[config.mk]
export PLATFORM = sky130hd
export DESIGN_NAME = usb_otg_wrap_decoder
export DESIGN_NICKNAME = d
export VERILOG_FILES = /design/src/rtl/usbw_pkg.sv /design/src/rtl/usbw_addr_decode.sv /design/src/rtl/usbw_regbank.sv /design/src/rtl/usb_otg_wrap_decoder.sv
export SDC_FILE = /design/constraint.sdc
export NUM_CORES = 1
export LEC_CHECK = 0
export BUFFER_PORTS_ARGS = -buffer_cell sky130_fd_sc_hd__buf_4
export CORE_ASPECT_RATIO = 1.5
export CORE_MARGIN = 1.5
export CORE_UTILIZATION = 37
export DETAILED_ROUTE_END_ITERATION = 7
export PLACE_DENSITY = 0.77
export SETUP_SLACK_MARGIN = 0.1
export SKIP_LAST_GASP = 1
export SLEW_MARGIN = 30
export SYNTH_ARGS = -nofsm -noshare
export SYNTH_HDL_FRONTEND = slang
export SYNTH_SLANG_ARGS = --single-unit
[constraint.sdc]
create_clock -name clk -period 1.3 [get_ports clk]
set_input_delay 0.195 -clock clk [delete_from_list [all_inputs] [get_ports clk]]
set_output_delay 0.195 -clock clk [all_outputs]
set_load 0.05 [all_outputs]
[src/rtl/usbw_pkg.sv]
package usbw_pkg;

  typedef enum logic [1:0] {
    SZ_BYTE = 2'd0,
    SZ_HALF = 2'd1,
    SZ_WORD = 2'd2
  } acc_size_e;

  // Wrapper register selection; encoding follows word offset from 0x400.
  typedef enum logic [2:0] {
    WR_REV    = 3'd0,
    WR_SYSCFG = 3'd1,
    WR_SYSSTA = 3'd2,
    WR_IFSEL  = 3'd3,
    WR_SIMEN  = 3'd4,
    WR_STDBY  = 3'd5,
    WR_NONE   = 3'd6
  } wrap_sel_e;

  localparam int unsigned WRAP_BASE    = 32'h400;
  localparam int unsigned WRAP_SPAN    = 32'h18;
  localparam logic [31:0] SYSCFG_MASK  = 32'h0000_301F;
  localparam int unsigned SOFTRST_BIT  = 1;
  localparam logic [31:0] SYSSTA_VALUE = 32'h1;
  localparam int unsigned FOLD_BASE    = 32'h20;
  localparam int unsigned FOLD_MASK    = 32'h3C;
  localparam int unsigned FOLD_SHIFT   = 3;

endpackage

[src/rtl/usbw_addr_decode.sv]
module usbw_addr_decode
  import usbw_pkg::*;
#(
  parameter int unsigned ADDR_W     = 12,
  parameter int unsigned CORE_AW    = 10,
  parameter int unsigned CORE_LIMIT = 32'h080
) (
  input  logic [ADDR_W-1:0]  addr,
  input  logic [1:0]         size,
  output logic               to_core,
  output logic [CORE_AW-1:0] core_addr,
  output wrap_sel_e          sel
);

  localparam logic [ADDR_W-1:0] WIN_LO  = ADDR_W'(WRAP_BASE);
  localparam logic [ADDR_W-1:0] LIM_LO  = ADDR_W'(CORE_LIMIT);
  localparam logic [ADDR_W-1:0] SPAN_HI = ADDR_W'(WRAP_SPAN);

  logic [ADDR_W-1:0] wrap_off;
  logic [31:0]       folded;

  always_comb begin
    to_core  = (addr < WIN_LO);
    wrap_off = addr - WIN_LO;
    folded   = 32'(FOLD_BASE) + ((32'(addr) >> FOLD_SHIFT) & 32'(FOLD_MASK));

    if (addr < LIM_LO) core_addr = addr[CORE_AW-1:0];
    else               core_addr = folded[CORE_AW-1:0];

    sel = WR_NONE;
    if (!to_core && (wrap_off < SPAN_HI) && (wrap_off[1:0] == 2'b00) &&
        (size == SZ_WORD)) begin
      case (wrap_off[4:2])
        3'd0:    sel = WR_REV;
        3'd1:    sel = WR_SYSCFG;
        3'd2:    sel = WR_SYSSTA;
        3'd3:    sel = WR_IFSEL;
        3'd4:    sel = WR_SIMEN;
        3'd5:    sel = WR_STDBY;
        default: sel = WR_NONE;
      endcase
    end
  end

endmodule

[src/rtl/usbw_regbank.sv]
module usbw_regbank
  import usbw_pkg::*;
#(
  parameter logic [31:0] REV_VALUE = 32'h0000_0040,
  parameter int unsigned IFSEL_W   = 2
) (
  input  logic        clk,
  input  logic        rst_n,
  input  logic        acc_en,
  input  logic        acc_we,
  input  wrap_sel_e   sel,
  input  logic [31:0] wdata,
  output logic [31:0] rd_val,
  output logic        ro_err,
  output logic        bad_err,
  output logic        unsup_err
);

  logic [31:0]        syscfg_q, syscfg_d;
  logic [IFSEL_W-1:0] ifsel_q, ifsel_d;
  logic               stdby_q, stdby_d;
  logic               simen_q, simen_d;
  logic               ro_d, bad_d, unsup_d;

  always_comb begin
    syscfg_d = syscfg_q;
    ifsel_d  = ifsel_q;
    stdby_d  = stdby_q;
    simen_d  = simen_q;
    ro_d     = 1'b0;
    bad_d    = 1'b0;
    unsup_d  = 1'b0;
    if (acc_en) begin
      if (acc_we) begin
        case (sel)
          WR_REV, WR_SYSSTA: ro_d = 1'b1;
          WR_SYSCFG: begin
            if (wdata[SOFTRST_BIT]) begin
              ifsel_d = '0;
              stdby_d = 1'b0;
              simen_d = 1'b0;
            end
            syscfg_d = wdata & SYSCFG_MASK;
          end
          WR_IFSEL: ifsel_d = wdata[IFSEL_W-1:0];
          WR_SIMEN: unsup_d = 1'b1;
          WR_STDBY: stdby_d = wdata[0];
          default:  bad_d   = 1'b1;
        endcase
      end else if (sel == WR_NONE) begin
        bad_d = 1'b1;
      end
    end
  end

  always_comb begin
    case (sel)
      WR_REV:    rd_val = REV_VALUE;
      WR_SYSCFG: rd_val = syscfg_q;
      WR_SYSSTA: rd_val = SYSSTA_VALUE;
      WR_IFSEL:  rd_val = 32'(ifsel_q);
      WR_SIMEN:  rd_val = 32'(simen_q);
      WR_STDBY:  rd_val = 32'(stdby_q);
      default:   rd_val = 32'h0;
    endcase
  end

  always_ff @(posedge clk or negedge rst_n) begin
    if (!rst_n) begin
      syscfg_q  <= '0;
      ifsel_q   <= '0;
      stdby_q   <= 1'b0;
      simen_q   <= 1'b0;
      ro_err    <= 1'b0;
      bad_err   <= 1'b0;
      unsup_err <= 1'b0;
    end else begin
      syscfg_q  <= syscfg_d;
      ifsel_q   <= ifsel_d;
      stdby_q   <= stdby_d;
      simen_q   <= simen_d;
      ro_err    <= ro_d;
      bad_err   <= bad_d;
      unsup_err <= unsup_d;
    end
  end

  AST_RO_KEEPS_REGS: assert property (@(posedge clk) disable iff (!rst_n)
    ro_err |-> ($stable(syscfg_q) && $stable(ifsel_q) && $stable(stdby_q) && $stable(simen_q)));
  AST_BAD_KEEPS_REGS: assert property (@(posedge clk) disable iff (!rst_n)
    bad_err |-> ($stable(syscfg_q) && $stable(ifsel_q) && $stable(stdby_q) && $stable(simen_q)));
  AST_UNSUP_KEEPS_SIMEN: assert property (@(posedge clk) disable iff (!rst_n)
    unsup_err |-> ($stable(simen_q) && $stable(syscfg_q) && $stable(ifsel_q)));
  AST_ONE_ERROR_AT_A_TIME: assert property (@(posedge clk) disable iff (!rst_n)
    $onehot0({ro_err, bad_err, unsup_err}));

endmodule

[src/rtl/usb_otg_wrap_decoder.sv]
module usb_otg_wrap_decoder
  import usbw_pkg::*;
#(
  parameter int unsigned ADDR_W     = 12,
  parameter int unsigned CORE_AW    = 10,
  parameter int unsigned CORE_LIMIT = 32'h080,
  parameter logic [31:0] REV_VALUE  = 32'h0000_0040
) (
  input  logic               clk,
  input  logic               rst_n,
  input  logic               bus_req,
  input  logic               bus_we,
  input  logic [1:0]         bus_size,
  input  logic [ADDR_W-1:0]  bus_addr,
  input  logic [31:0]        bus_wdata,
  output logic [31:0]        bus_rdata,
  output logic               ro_err,
  output logic               bad_err,
  output logic               unsup_err,
  output logic               core_req,
  output logic               core_we,
  output logic [1:0]         core_size,
  output logic [CORE_AW-1:0] core_addr,
  output logic [31:0]        core_wdata,
  input  logic [31:0]        core_rdata,
  input  logic               core_irq,
  output logic               irq_out
);

  localparam logic [ADDR_W-1:0] LIM_LO = ADDR_W'(CORE_LIMIT);
  localparam logic [ADDR_W-1:0] WIN_LO = ADDR_W'(WRAP_BASE);

  logic              to_core;
  wrap_sel_e         sel;
  logic [31:0]       wrap_rd;
  logic              rd_fire;
  logic [31:0]       rdata_d;
  logic              irq_q;

  usbw_addr_decode #(
    .ADDR_W    (ADDR_W),
    .CORE_AW   (CORE_AW),
    .CORE_LIMIT(CORE_LIMIT)
  ) dec_i (
    .addr     (bus_addr),
    .size     (bus_size),
    .to_core  (to_core),
    .core_addr(core_addr),
    .sel      (sel)
  );

  usbw_regbank #(
    .REV_VALUE(REV_VALUE),
    .IFSEL_W  (2)
  ) regs_i (
    .clk      (clk),
    .rst_n    (rst_n),
    .acc_en   (bus_req && !to_core),
    .acc_we   (bus_we),
    .sel      (sel),
    .wdata    (bus_wdata),
    .rd_val   (wrap_rd),
    .ro_err   (ro_err),
    .bad_err  (bad_err),
    .unsup_err(unsup_err)
  );

  assign core_req   = bus_req && to_core;
  assign core_we    = bus_we;
  assign core_size  = bus_size;
  assign core_wdata = bus_wdata;

  always_comb begin
    rd_fire = bus_req && !bus_we;
    rdata_d = bus_rdata;
    if (rd_fire) rdata_d = to_core ? core_rdata : wrap_rd;
  end

  always_ff @(posedge clk or negedge rst_n) begin
    if (!rst_n) begin
      bus_rdata <= '0;
      irq_q     <= 1'b0;
    end else begin
      bus_rdata <= rdata_d;
      irq_q     <= core_irq;
    end
  end

  assign irq_out = irq_q;

  AST_LOW_PASSTHRU: assert property (@(posedge clk) disable iff (!rst_n)
    (bus_req && bus_addr < LIM_LO) |-> (core_req && core_addr == CORE_AW'(bus_addr)));
  AST_FOLD_RANGE: assert property (@(posedge clk) disable iff (!rst_n)
    (core_req && bus_addr >= LIM_LO) |->
      (core_addr >= CORE_AW'(32'h20) && core_addr <= CORE_AW'(32'h5C) && core_addr[1:0] == 2'b00));
  AST_WRAP_NOT_CORE: assert property (@(posedge clk) disable iff (!rst_n)
    (bus_req && bus_addr >= WIN_LO) |-> !core_req);
  AST_IRQ_ONE_STAGE: assert property (@(posedge clk) disable iff (!rst_n)
    $past(rst_n) |-> (irq_out == $past(core_irq)));

endmodule

==> results.md <==
- The CTS tree is done.
- The number of buffers inserted during clock tree synthesis is 5.
- Before antenna repair, the detailed router went through 4 iterations.
- The number of synthesized flops with an enable pin is 0.
- The min-delay analysis places its worst path in the category primary input to flip-flop.
- In the global route stage, overall resource usage came out at 20.4%.
- Measured along the x axis, the die boundary spans 67.1 um.
- Among all flip-flop cells after synthesis, the most frequent one is sky130_fd_sc_hd__dfrtp_1.
- The total detailed-routing wirelength is between 6000 and 7000 um.
- At the pin with the least slew margin, the transition time is ~0.57 ns.
- The post-route standard cell area excluding fillers is roughly 0.0037 mm^2.
- The total overflow left after global routing is 0.
- The initial antenna violation count came to 0.
- Compared with the post-synthesis result, the final layout area differs by 62.2%.
- The run finished, with violations left.
- The worst ir drop on vdd is 478 uV.
- The number of max-slew violations in the final report is 0.
- The count of boundary I/O pins is 165.
- The final reports fail on negative setup slack.
- The post-detailed-placement cell area is 0.00320 mm^2.
- The number of clock sinks is 46.
- The number of violations of the max-capacitance limit is 0.
- The number of synthesized register bits is 46.
- The post-route clock skew is about 0.0018 ns.
- The kind of end point of the critical path is an output pin.
- Power spread over the standard cell area amounts to 966 mW/mm^2.
- OpenSTA, run right after detailed placement, puts the worst setup slack at -0.441 ns.
- Based on the critical path, the design can be clocked at up to 613 MHz.
- The total number of placement rows is 34.
- The count of nets left with antenna violations once routing finished came out at 0.
- Setup violations remaining at the end of the flow were counted as 20.
- The critical path data required time is about 1.1 ns.
- The diode insertion count for antenna repair is 0.
- Sequential elements use around half of the synthesized area.
- The final net count is ~410.
- The via count of the first global-routing pass came to roughly 2200.
- The global-route wire length before repair is 10200 um.
- The number of levels in the clock H-tree is 2.
- Measured along the y axis, the die boundary spans between 90 and 100 um.
- For this design the static power due to leakage is 1.84 nW.
- In the finished design, the share of the clock period the worst path needs comes to 125%.
- The worst setup margin is -0.331 ns.
- On the final layout, the worst hold slack is between 0.1 and 0.15 ns.
- The maximum fanout encountered on the critical timing path is 3.
- The worst reg-to-reg setup slack is 0.29 ns.
- The worst-case headroom to the max-slew limit is roughly three fifths.
- For the finished layout, the period the worst path requires is 1.63 ns.
- The instance count of the mapped netlist is 202.
- The average via count per standard cell is 5.22.
- The post-synthesis area per instance is around 11 um^2.
- The category of the worst setup path launch point is a primary input.
- Setup repair after global routing could not meet its margin everywhere.
- The floorplan step defined a die boundary enclosing roughly 0.0067 mm^2.
- At the end of the flow the core is filled with cells to 63.0%.
- The DRC violation count after routing is 0.
- The count of synthesis-stage warnings from yosys is 0.
- Yosys mapped the design onto 41 distinct sky130hd cell types.
- The post-CTS clock slew at the launch and capture registers of the worst setup and hold paths is about 0.08 ns.
- After the first detailed-routing iteration, the DRC count stood at 96.
- The final hold violation count is 0.
- Detailed routing inserted a total of 2062 vias.
- Dividing the detail-routed wire length by the instance count gives 17.7 um.
- The cell area after synthesis is 0.00228 mm^2.
- The async set or reset register ratio after synthesis is 100%.
- Entering global routing, the biggest net connects 47 pins.
- The detailed placement HPWL is 4840 um.
- The share of layout cells above drive strength 1 is 63.2%.
- The critical setup path kind is primary input to output pin.
- The number of buffer cells added on primary ports is 111.
- The weighted congestion at the end of routability-driven global placement is a little over 0.8.
- The deepest clock path buffer count is 2.
- The initial cell density of the core is about two fifths.
- The buffer cell driving the clock tree root is sky130_fd_sc_hd__clkbuf_8.
- The area of the core is 0.00587 mm^2.
- The endpoint arrival time on the critical path is roughly 1.4 ns.
- The insertion delay of the later-clocked pin in the worst-skew pair is between 0.2 and 0.3 ns.
==> registers in the layout, indices dropped and copies added, names as in the netlist <==
name	flops
bus_rdata	32
irq_out	1
regs_i.bad_err	1
regs_i.ifsel_q	2
regs_i.ro_err	1
regs_i.stdby_q	1
regs_i.syscfg_q	7
regs_i.unsup_err	1
==> Yosys cell counts (2+ instances only) <==
master / count / share of area, %
sky130_fd_sc_hd__nand2_1: 3 / 0.49
sky130_fd_sc_hd__o41ai_1: 2 / 0.77
sky130_fd_sc_hd__nor2b_1: 2 / 0.55
sky130_fd_sc_hd__nand3_1: 4 / 0.88
sky130_fd_sc_hd__inv_1: 4 / 0.66
sky130_fd_sc_hd__dfrtp_1: 46 / 50
sky130_fd_sc_hd__buf_4: 38 / 13
sky130_fd_sc_hd__nor2_1: 17 / 2.8
sky130_fd_sc_hd__a22oi_1: 2 / 0.66
sky130_fd_sc_hd__o21ai_0: 6 / 1.3
sky130_fd_sc_hd__a22o_1: 24 / 9.2
sky130_fd_sc_hd__nand2b_1: 2 / 0.55
sky130_fd_sc_hd__or4_4: 2 / 0.99
sky130_fd_sc_hd__a221oi_1: 6 / 2.3
sky130_fd_sc_hd__clkbuf_1: 8 / 1.3
sky130_fd_sc_hd__and2_1: 3 / 0.82
sky130_fd_sc_hd__mux2_2: 9 / 4.4
==> path summary, 6_finish.rpt <==
path	from	to	depth (start not counted)
min reg2reg	bus_rdata[12]	bus_rdata[12]	2
min in group asynchronous	rst_n	irq_out	2
max	bus_addr[11]	core_addr[2]	8
max reg2reg	regs_i.stdby_q	bus_rdata[0]	4
max in group asynchronous	rst_n	bus_rdata[11]	2
min	core_rdata[24]	bus_rdata[24]	2
==> cells in the final DEF (no fill, tap or decap), drive strengths merged <==
cell | synthesis | routed
or3 | 1 | 1
a22oi | 2 | 2
o21ai | 7 | 7
and2 | 3 | 3
nor4bb | 1 | 1
a221oi | 6 | 6
nor2b | 2 | 2
buf | 38 | 155
inv | 4 | 4
and3 | 1 | 1
nand2b | 2 | 2
or4 | 2 | 2
nor3 | 3 | 3
o41ai | 2 | 2
o211ai | 1 | 1
nand2 | 3 | 3
dlygate4sd3 | 0 | 2
o32ai | 1 | 1
a21o | 1 | 1
nand4bb | 1 | 1
nand3 | 4 | 4
nor4b | 1 | 1
nor2 | 17 | 17
conb | 1 | 3
a41oi | 1 | 1
nand4 | 1 | 1
a21oi | 1 | 1
or2 | 1 | 1
a2111o | 1 | 1
o211a | 1 | 1
clkinv | 0 | 1
clkbuf | 8 | 7
a31o | 1 | 1
dfrtp | 46 | 46
mux2 | 9 | 9
a22o | 24 | 24
a2111oi | 1 | 1
nor4 | 3 | 3
==> critical path, cell delays in order <==
cell	delay, ns
sky130_fd_sc_hd__buf_8	0.10
sky130_fd_sc_hd__buf_6	0.10
sky130_fd_sc_hd__or2_4	0.25
sky130_fd_sc_hd__nor4_4	0.26
sky130_fd_sc_hd__buf_4	0.20
sky130_fd_sc_hd__buf_6	0.10
sky130_fd_sc_hd__o21ai_2	0.04
sky130_fd_sc_hd__buf_4	0.18
==> logic make-up after synthesis <==
kind of cell	count (synthesis)	synth area share, %
AOI/OAI and AO/OA	50	17.8
buffers and inverters	50	14.5
DFF	46	50.5
muxes	9	4.44
other	1	0.164
and+or+nand+nor	46	12.6
==> area by class of cell <==
class | instances | area, um^2
clock buffer | 7 | 86.3
clock inverter | 1 | 5.00
fill | 465 | 2170
inverter | 4 | 15.0
multi-input combinational | 108 | 1050
sequential | 46 | 1150
tap | 72 | 90.1
timing repair buffer | 157 | 1300
==> routing by layer <==
metal / routed length (um) / global-route usage (%)
met3: 465 / 3.73
met5: 0 / 0
met4: 350 / 10.7
met2: 3850 / 38.0
met1: 2320 / 20.7
==> power by group <==
part,leakage (nW),switching [mW],internal (mW),total (mW)
clock network,0.0482,0.441,0.429,0.869
registers,0.614,0.0471,1.51,1.56
logic,1.18,0.705,0.438,1.14
==> metrics by stage <==
step,TNS (ns),power (mW),cells
2_1_floorplan,-2.89,2.41,204
3_3_place_gp,-10.02,2.64,371
3_5_place_dp,-11.36,2.65,371
4_1_cts,-1.42,3.57,390
5_1_grt,-3.52,3.73,395
6_report,-2.58,3.57,395
==> what timing repair did <==
action,in CTS,in global routing
resized for setup,49,15
pin swaps,25,14
hold buffers,2,0
endpoints found under the setup margin,27,28
gates cloned,0,0
setup buffers,9,6
hold endpoints to repair,47,0
(Power assumes the default switching activity.)
